===== config.mk =====
export PLATFORM = sky130hd
export DESIGN_NAME = sram_ctl
export DESIGN_NICKNAME = d
export VERILOG_FILES = /design/src/rtl/sram_ctl_pkg.sv /design/src/rtl/sram_ctl_timer.sv /design/src/rtl/sram_ctl_fsm.sv /design/src/rtl/sram_ctl_io.sv /design/src/rtl/sram_ctl.sv
export SDC_FILE = /design/constraint.sdc
export NUM_CORES = 1
export LEC_CHECK = 0
export BUFFER_PORTS_ARGS = -buffer_cell sky130_fd_sc_hd__buf_2
export CORE_MARGIN = 1
export CORE_UTILIZATION = 30
export CTS_CLUSTER_DIAMETER = 30
export DETAILED_ROUTE_END_ITERATION = 8
export PLACE_DENSITY = 0.64
export RECOVER_POWER = 100
export SYNTH_ARGS = -nofsm -noshare
export SYNTH_HDL_FRONTEND = slang
export SYNTH_SLANG_ARGS = --single-unit

===== constraint.sdc =====
create_clock -name clk -period 2.6 [get_ports clk]
set_input_delay 0.26 -clock clk [delete_from_list [all_inputs] [get_ports clk]]
set_output_delay 0.26 -clock clk [all_outputs]
set_load 0.01 [all_outputs]

===== src/rtl/sram_ctl_pkg.sv =====
`timescale 1ns/1ps
package sram_ctl_pkg;

   typedef enum logic [2:0] {
      ST_IDLE,
      ST_PWRUP,
      ST_RD_SETUP,
      ST_RD_WAIT,
      ST_RD_CAP,
      ST_WR_SETUP,
      ST_WR_PULSE,
      ST_WR_RECOV
   } ctl_state_e;

   // nanoseconds to whole clock periods, never below one
   function automatic int cyc_of(input int ns, input int clk_ns);
      int c;
      c = (ns + clk_ns - 1) / clk_ns;
      return (c < 1) ? 1 : c;
   endfunction

   function automatic int imax(input int a, input int b);
      return (a > b) ? a : b;
   endfunction

endpackage


===== src/rtl/sram_ctl_timer.sv =====
`timescale 1ns/1ps
module sram_ctl_timer #(
   parameter int CNT_W   = 16,
   parameter int RST_VAL = 0
) (
   input  logic             clk,
   input  logic             rst_n,
   input  logic             load,
   input  logic [CNT_W-1:0] load_val,
   output logic [CNT_W-1:0] cnt,
   output logic             zero
);

   always_ff @(posedge clk or negedge rst_n) begin
      if (!rst_n)
         cnt <= CNT_W'(RST_VAL);
      else if (load)
         cnt <= load_val;
      else if (cnt != '0)
         cnt <= cnt - 1'b1;
   end

   assign zero = (cnt == '0);

endmodule


===== src/rtl/sram_ctl_fsm.sv =====
`timescale 1ns/1ps
module sram_ctl_fsm
   import sram_ctl_pkg::*;
#(
   parameter int CNT_W  = 16,
   parameter int RD_CYC = 3,
   parameter int WR_PW  = 4
) (
   input  logic             clk,
   input  logic             rst_n,
   input  logic             req,
   input  logic             wr_sel,
   input  logic             zero,
   output ctl_state_e       state,
   output logic             load,
   output logic [CNT_W-1:0] load_val,
   output logic             ready,
   output logic             done
);

   localparam logic [CNT_W-1:0] RD_WAIT_LD = CNT_W'((RD_CYC > 1) ? RD_CYC - 2 : 0);
   localparam logic [CNT_W-1:0] WR_PW_LD   = CNT_W'(WR_PW - 1);
   localparam bit               HAS_WAIT   = (RD_CYC > 1);

   ctl_state_e nxt;

   always_comb begin
      nxt      = state;
      load     = 1'b0;
      load_val = '0;
      unique case (state)
         ST_PWRUP:    if (zero) nxt = ST_IDLE;
         ST_IDLE:     if (req)  nxt = wr_sel ? ST_WR_SETUP : ST_RD_SETUP;
         ST_RD_SETUP: begin
            if (HAS_WAIT) begin
               nxt      = ST_RD_WAIT;
               load     = 1'b1;
               load_val = RD_WAIT_LD;
            end else begin
               nxt = ST_RD_CAP;
            end
         end
         ST_RD_WAIT:  if (zero) nxt = ST_RD_CAP;
         ST_RD_CAP:   nxt = ST_IDLE;
         ST_WR_SETUP: begin
            nxt      = ST_WR_PULSE;
            load     = 1'b1;
            load_val = WR_PW_LD;
         end
         ST_WR_PULSE: if (zero) nxt = ST_WR_RECOV;
         ST_WR_RECOV: nxt = ST_IDLE;
         default:     nxt = ST_IDLE;
      endcase
   end

   always_ff @(posedge clk or negedge rst_n) begin
      if (!rst_n) begin
         state <= ST_PWRUP;
         done  <= 1'b0;
      end else begin
         state <= nxt;
         done  <= (state == ST_RD_CAP) || (state == ST_WR_RECOV);
      end
   end

   assign ready = (state == ST_IDLE);

endmodule


===== src/rtl/sram_ctl_io.sv =====
`timescale 1ns/1ps
module sram_ctl_io
   import sram_ctl_pkg::*;
#(
   parameter int ADDR_W      = 17,
   parameter int DATA_W      = 8,
   parameter int CNT_W       = 16,
   parameter int HZ_CYC      = 2,
   parameter int WR_PW       = 4,
   parameter bit HOLD_OE_LOW = 1'b1
) (
   input  logic              clk,
   input  logic              rst_n,
   input  ctl_state_e        state,
   input  logic [CNT_W-1:0]  cnt,
   input  logic              accept,
   input  logic [ADDR_W-1:0] addr_in,
   input  logic [DATA_W-1:0] wdata_in,
   output logic [DATA_W-1:0] rdata,
   output logic [ADDR_W-1:0] mem_addr,
   output logic              mem_ce_n,
   output logic              mem_oe_n,
   output logic              mem_we_n,
   output logic [DATA_W-1:0] mem_dq_out,
   output logic              mem_dq_oe,
   input  logic [DATA_W-1:0] mem_dq_in
);

   logic in_read, in_wr_sel, in_pulse, pulse_drv;

   always_ff @(posedge clk or negedge rst_n) begin
      if (!rst_n) begin
         mem_addr   <= '0;
         mem_dq_out <= '0;
         rdata      <= '0;
      end else begin
         if (accept) begin
            mem_addr   <= addr_in;
            mem_dq_out <= wdata_in;
         end
         if (state == ST_RD_CAP)
            rdata <= mem_dq_in;
      end
   end

   assign in_read   = (state == ST_RD_WAIT) || (state == ST_RD_CAP);
   assign in_pulse  = (state == ST_WR_PULSE);
   assign in_wr_sel = (state == ST_WR_SETUP) || in_pulse;

   // driver gating: with OE held low the memory needs time to release the bus
   generate
      if (HZ_CYC > 0) begin : g_turnoff_wait
         localparam logic [CNT_W-1:0] DRV_AT = CNT_W'(WR_PW - 1 - HZ_CYC);
         assign pulse_drv = (cnt <= DRV_AT);
      end else begin : g_drive_whole_pulse
         assign pulse_drv = 1'b1;
      end
   endgenerate

   assign mem_ce_n  = !(in_read || in_wr_sel);
   assign mem_oe_n  = !(in_read || (HOLD_OE_LOW && in_wr_sel));
   assign mem_we_n  = !in_pulse;
   assign mem_dq_oe = (in_pulse && pulse_drv) || (state == ST_WR_RECOV);

endmodule


===== src/rtl/sram_ctl.sv =====
`timescale 1ns/1ps
module sram_ctl
   import sram_ctl_pkg::*;
#(
   parameter int ADDR_W        = 17,
   parameter int DATA_W        = 8,
   parameter int CLK_PERIOD_NS = 4,
   parameter int T_RC_NS       = 10,
   parameter int T_AA_NS       = 10,
   parameter int T_DOE_NS      = 5,
   parameter int T_WC_NS       = 10,
   parameter int T_PWE_NS      = 7,
   parameter int T_AW_NS       = 7,
   parameter int T_SD_NS       = 6,
   parameter int T_HZWE_NS     = 5,
   parameter int T_PWRUP_NS    = 100000,
   parameter bit HOLD_OE_LOW   = 1'b1
) (
   input  logic              clk,
   input  logic              rst_n,
   input  logic              req,
   input  logic              wr_sel,
   input  logic [ADDR_W-1:0] addr,
   input  logic [DATA_W-1:0] wdata,
   output logic [DATA_W-1:0] rdata,
   output logic              done,
   output logic              ready,
   output logic [ADDR_W-1:0] mem_addr,
   output logic              mem_ce_n,
   output logic              mem_oe_n,
   output logic              mem_we_n,
   output logic [DATA_W-1:0] mem_dq_out,
   output logic              mem_dq_oe,
   input  logic [DATA_W-1:0] mem_dq_in
);

   localparam int RD_CYC = imax(cyc_of(T_RC_NS, CLK_PERIOD_NS),
                                imax(cyc_of(T_AA_NS, CLK_PERIOD_NS),
                                     cyc_of(T_DOE_NS, CLK_PERIOD_NS)));
   localparam int HZ_CYC = HOLD_OE_LOW ? cyc_of(T_HZWE_NS, CLK_PERIOD_NS) : 0;
   localparam int WR_PW  = imax(imax(cyc_of(T_PWE_NS, CLK_PERIOD_NS),
                                     cyc_of(T_AW_NS, CLK_PERIOD_NS)),
                                imax(HZ_CYC + cyc_of(T_SD_NS, CLK_PERIOD_NS),
                                     cyc_of(T_WC_NS, CLK_PERIOD_NS) - 2));
   localparam int PU_CYC = cyc_of(T_PWRUP_NS, CLK_PERIOD_NS);
   localparam int CNT_W  = $clog2(imax(PU_CYC, imax(RD_CYC, WR_PW)) + 1);

   generate
      if (ADDR_W < 1 || DATA_W < 1) begin : g_bad_width
         $error("sram_ctl: address and data widths must be positive");
      end
      if (CLK_PERIOD_NS < 1) begin : g_bad_clk
         $error("sram_ctl: clock period must be at least 1 ns");
      end
   endgenerate

   ctl_state_e       state;
   logic             load, zero, accept;
   logic [CNT_W-1:0] load_val, cnt;

   assign accept = req && ready;

   sram_ctl_timer #(.CNT_W(CNT_W), .RST_VAL(PU_CYC - 1)) u_timer (
      .clk(clk), .rst_n(rst_n), .load(load), .load_val(load_val),
      .cnt(cnt), .zero(zero)
   );

   sram_ctl_fsm #(.CNT_W(CNT_W), .RD_CYC(RD_CYC), .WR_PW(WR_PW)) u_fsm (
      .clk(clk), .rst_n(rst_n), .req(req), .wr_sel(wr_sel), .zero(zero),
      .state(state), .load(load), .load_val(load_val),
      .ready(ready), .done(done)
   );

   sram_ctl_io #(
      .ADDR_W(ADDR_W), .DATA_W(DATA_W), .CNT_W(CNT_W),
      .HZ_CYC(HZ_CYC), .WR_PW(WR_PW), .HOLD_OE_LOW(HOLD_OE_LOW)
   ) u_io (
      .clk(clk), .rst_n(rst_n), .state(state), .cnt(cnt), .accept(accept),
      .addr_in(addr), .wdata_in(wdata), .rdata(rdata),
      .mem_addr(mem_addr), .mem_ce_n(mem_ce_n), .mem_oe_n(mem_oe_n),
      .mem_we_n(mem_we_n), .mem_dq_out(mem_dq_out), .mem_dq_oe(mem_dq_oe),
      .mem_dq_in(mem_dq_in)
   );

endmodule


==> impl_metrics.ini <==
[run_status]
outcome = completed

[clock_tree]
cts_tree = done
clkLatencyLatePin_ps = 300
cts_buffers = 5
cts.clk_slew.worst_paths_ps = 100
clock_path_buffers = 2
cts_sinks = 52
cts.htree.levels = 2
cts-root-buf = clkbuf_8

[synth]
synthesis.nets = 238
netlist_area_um2 = 2449
synth_seq_cells = 52
synth_compound_area_share_pct = 7.103
yosys.area.top_type = dfrtp_1
synth_cell_types = 51
synth_fa_ha_area_share_pct = 1.022
ys_seq_area_share_pct = 53.60
synthCells = 199
synth_top_area_share_pct = 43.94
synthMuxAreaShare_pct = 16.40
synth_flop_cell = dfrtp_1
synth-edff-count = 0
synthArstFlopShare_pct = 100.0
synth_top_family_by_area = simple AND/OR/NAND/NOR gates
synth_xor_area_share_pct = 2.146
syn_area_per_cell_um2 = 12.30
synth_area_leaders = dfrtp_1, dfstp_2, mux2_1
ys.warnings.count = 0
synthSimpleGateAreaFrac_pct = 17.12

[cells_and_area]
nFillCells = 815
finalCoreUtilization_pct = 38.16
design_area_um2 = 2979
drive_gt1_share_pct = 28.16
seq_area_um2 = 1313
syn2layout_area_growth_pct = 21.67
diodes = 0
finalNetCount = 315
multi_input_area_um2 = 1069

[placement]
post_dp_cell_area_um2 = 2935
dp_slack_ps = 360.5
numPortBuffers = 75
gp_congestion = 0.7883
dp_hpwl_mm = 3.605

[pwr]
p_per_area_nw_per_um2 = 1243
p_leak_nw = 1.266
power_mw = 3.704
vdd_ir_drop_max_uv = 334.8

[worst_setup_path]
arrival_ps = 2050
required_ps = 2340
cp_max_fo = 6
worstSetupPathType = flip-flop to output pin
startpoint_type = flip-flop
critPathCaptureType = output pin
reg2reg_slack_ps = 350

[floorplanning]
rows = 32
die_height_um = 92.35
design.die.area_um2 = 8528
ioPinCount = 76
start_util_pct = 31.36
die_width_um = 92.35
core-area_um2 = 7807

[timing]
period_needed_ps = 2307
worst_slew_pin_slew_ps = 1068
finalSetupTns_ps = 0
relSlewSlack_pct = 28.79
fin_ws_ps = 292.6
fmax_mhz = 433.4
slew_viol_final = 0
rsz0062_at_grt = no
hold_viol = 0
skew_ps = 9.602
setup_violations = 0
finalCritPeriodShare_pct = 88.75

[global_routing]
grt_use_total_pct = 12.24
grt_max_degree = 45
grt_pass1_wl_mm = 8.231
grt_overflow = 0
antenna_found_initial = 0
grt_pass1_vias = 1731

[detailed_routing]
ant_nets = 0
drc = 0
viasPerCell = 4.802
wl_per_cell_um = 13.03
drt_iter0_markers = 80
finalWirelength_mm = 4.940
dr_total_vias = 1820
dr.pass1.iters = 4

[min_path]
holdCritPathClass = input port to flip-flop

[flow_run]
cap_viol_max_count = 0
[state kept, by name (all words and copies together) (netlist names)]
name	flops
u_io.mem_dq_out	8
u_fsm.done	1
u_fsm.state	3
u_io.mem_addr	17
u_timer.cnt	15
u_io.rdata	8
[path summary, 6_finish.rpt]
kind,from,end,cells past startpoint
min in group asynchronous,rst_n,u_timer.cnt[12],2
worst max-delay path,u_timer.cnt[9],mem_dq_oe,5
max in group asynchronous,rst_n,u_io.mem_dq_out[0],3
worst max register to register,u_timer.cnt[1],u_timer.cnt[1],6
worst min register to register,u_io.mem_addr[7],u_io.mem_addr[7],1
worst min-delay path,addr[12],u_io.mem_addr[12],2
[final cells by class]
| cell class | count | share of cell area (%) |
|---|---|---|
| multi-input combinational | 133 | 35.87 |
| sequential | 52 | 44.06 |
| inverter | 4 | 0.5040 |
| timing repair buffer | 80 | 12.01 |
| clock buffer | 6 | 2.772 |
| clock inverter | 2 | 0.5040 |
| tap | 102 | 4.284 |
[cells by family (layout without fill, tap and decap cells)]
group / after synthesis / count (layout)
AO/OA/AOI/OAI: 24 / 24
XOR/XNOR: 6 / 6
adder cells (fa/ha/maj): 2 / 2
buffers and inverters: 14 / 92
flip-flops: 52 / 52
multiplexers: 36 / 36
AND/OR/NAND/NOR: 65 / 65
[layout by cell type (no fill, tap or decap), types with 2 or more instances in the layout]
master,count
or3_1,7
a21oi_1,6
xnor2_1,2
mux2_1,18
a311oi_1,2
clkinvlp_4,2
dfstp_1,2
nor4_1,3
ha_1,2
nand2b_1,3
clkbuf_1,40
nor2_1,16
clkbuf_8,6
a211o_1,2
mux2i_1,3
xor2_1,4
o21ai_0,2
mux2_2,15
nor3_1,6
nand2_1,6
buf_2,36
dfrtp_1,43
and3_1,2
or2_2,2
nand4_1,3
dfstp_2,7
or3_4,2
inv_1,3
nand3b_1,3
or4_1,2
and4_1,2
clkbuf_2,2
[routing by layer]
layer,track usage [%],up-vias,part of all wire (%)
li1,-,875,-
met1,16.12,890,46
met2,19.75,49,48
met3,2.709,6,5.0
met4,4.297,0,1.4
met5,0,-,0
[critical path, stage by stage (launching register included)]
cell and delay (ps):
dfrtp_1 460, or3_1 390, or3_4 380, nor3_1 190
o311a_1 180, clkbuf_1 150
[timing repair]
action / in CTS / in global routing
hold buffers: 1 / 0
endpoints found under the setup margin: 0 / 0
resized for setup: 0 / 0
endpoints found under the hold margin: 3 / 0
setup buffers: 0 / 0
[stage by stage]
stage | instances | hold slack (ps)
final | 379 | 165.5
after floorplan | 199 | -35.59
after global placement | 370 | 129.2
after CTS | 379 | 155.4
after detailed placement | 370 | 128.3
after global routing | 379 | 148.3
[cells in the mapped netlist, types with 2 or more instances]
cell,count
a211o_1,2
a21oi_1,6
a311oi_1,2
and3_1,2
and4_1,2
buf_2,3
buf_4,2
clkbuf_1,5
dfrtp_1,43
dfstp_2,9
ha_1,2
inv_1,3
mux2_1,18
mux2_2,15
mux2i_1,3
nand2_1,6
nand2b_1,3
nand3b_1,3
nand4_1,3
nor2_1,17
nor3_1,6
nor4_1,2
or2_2,2
or3_1,7
or3_4,2
or4_1,2
xnor2_1,2
xor2_1,4
[power by group]
group	switching [mW]	internal (mW)	leakage (nW)
sequential	0.316	1.22	0.617
combinational	0.893	0.781	0.605
clock	0.275	0.216	0.0434
total	1.48	2.22	1.27
(Power assumes the default switching activity.)
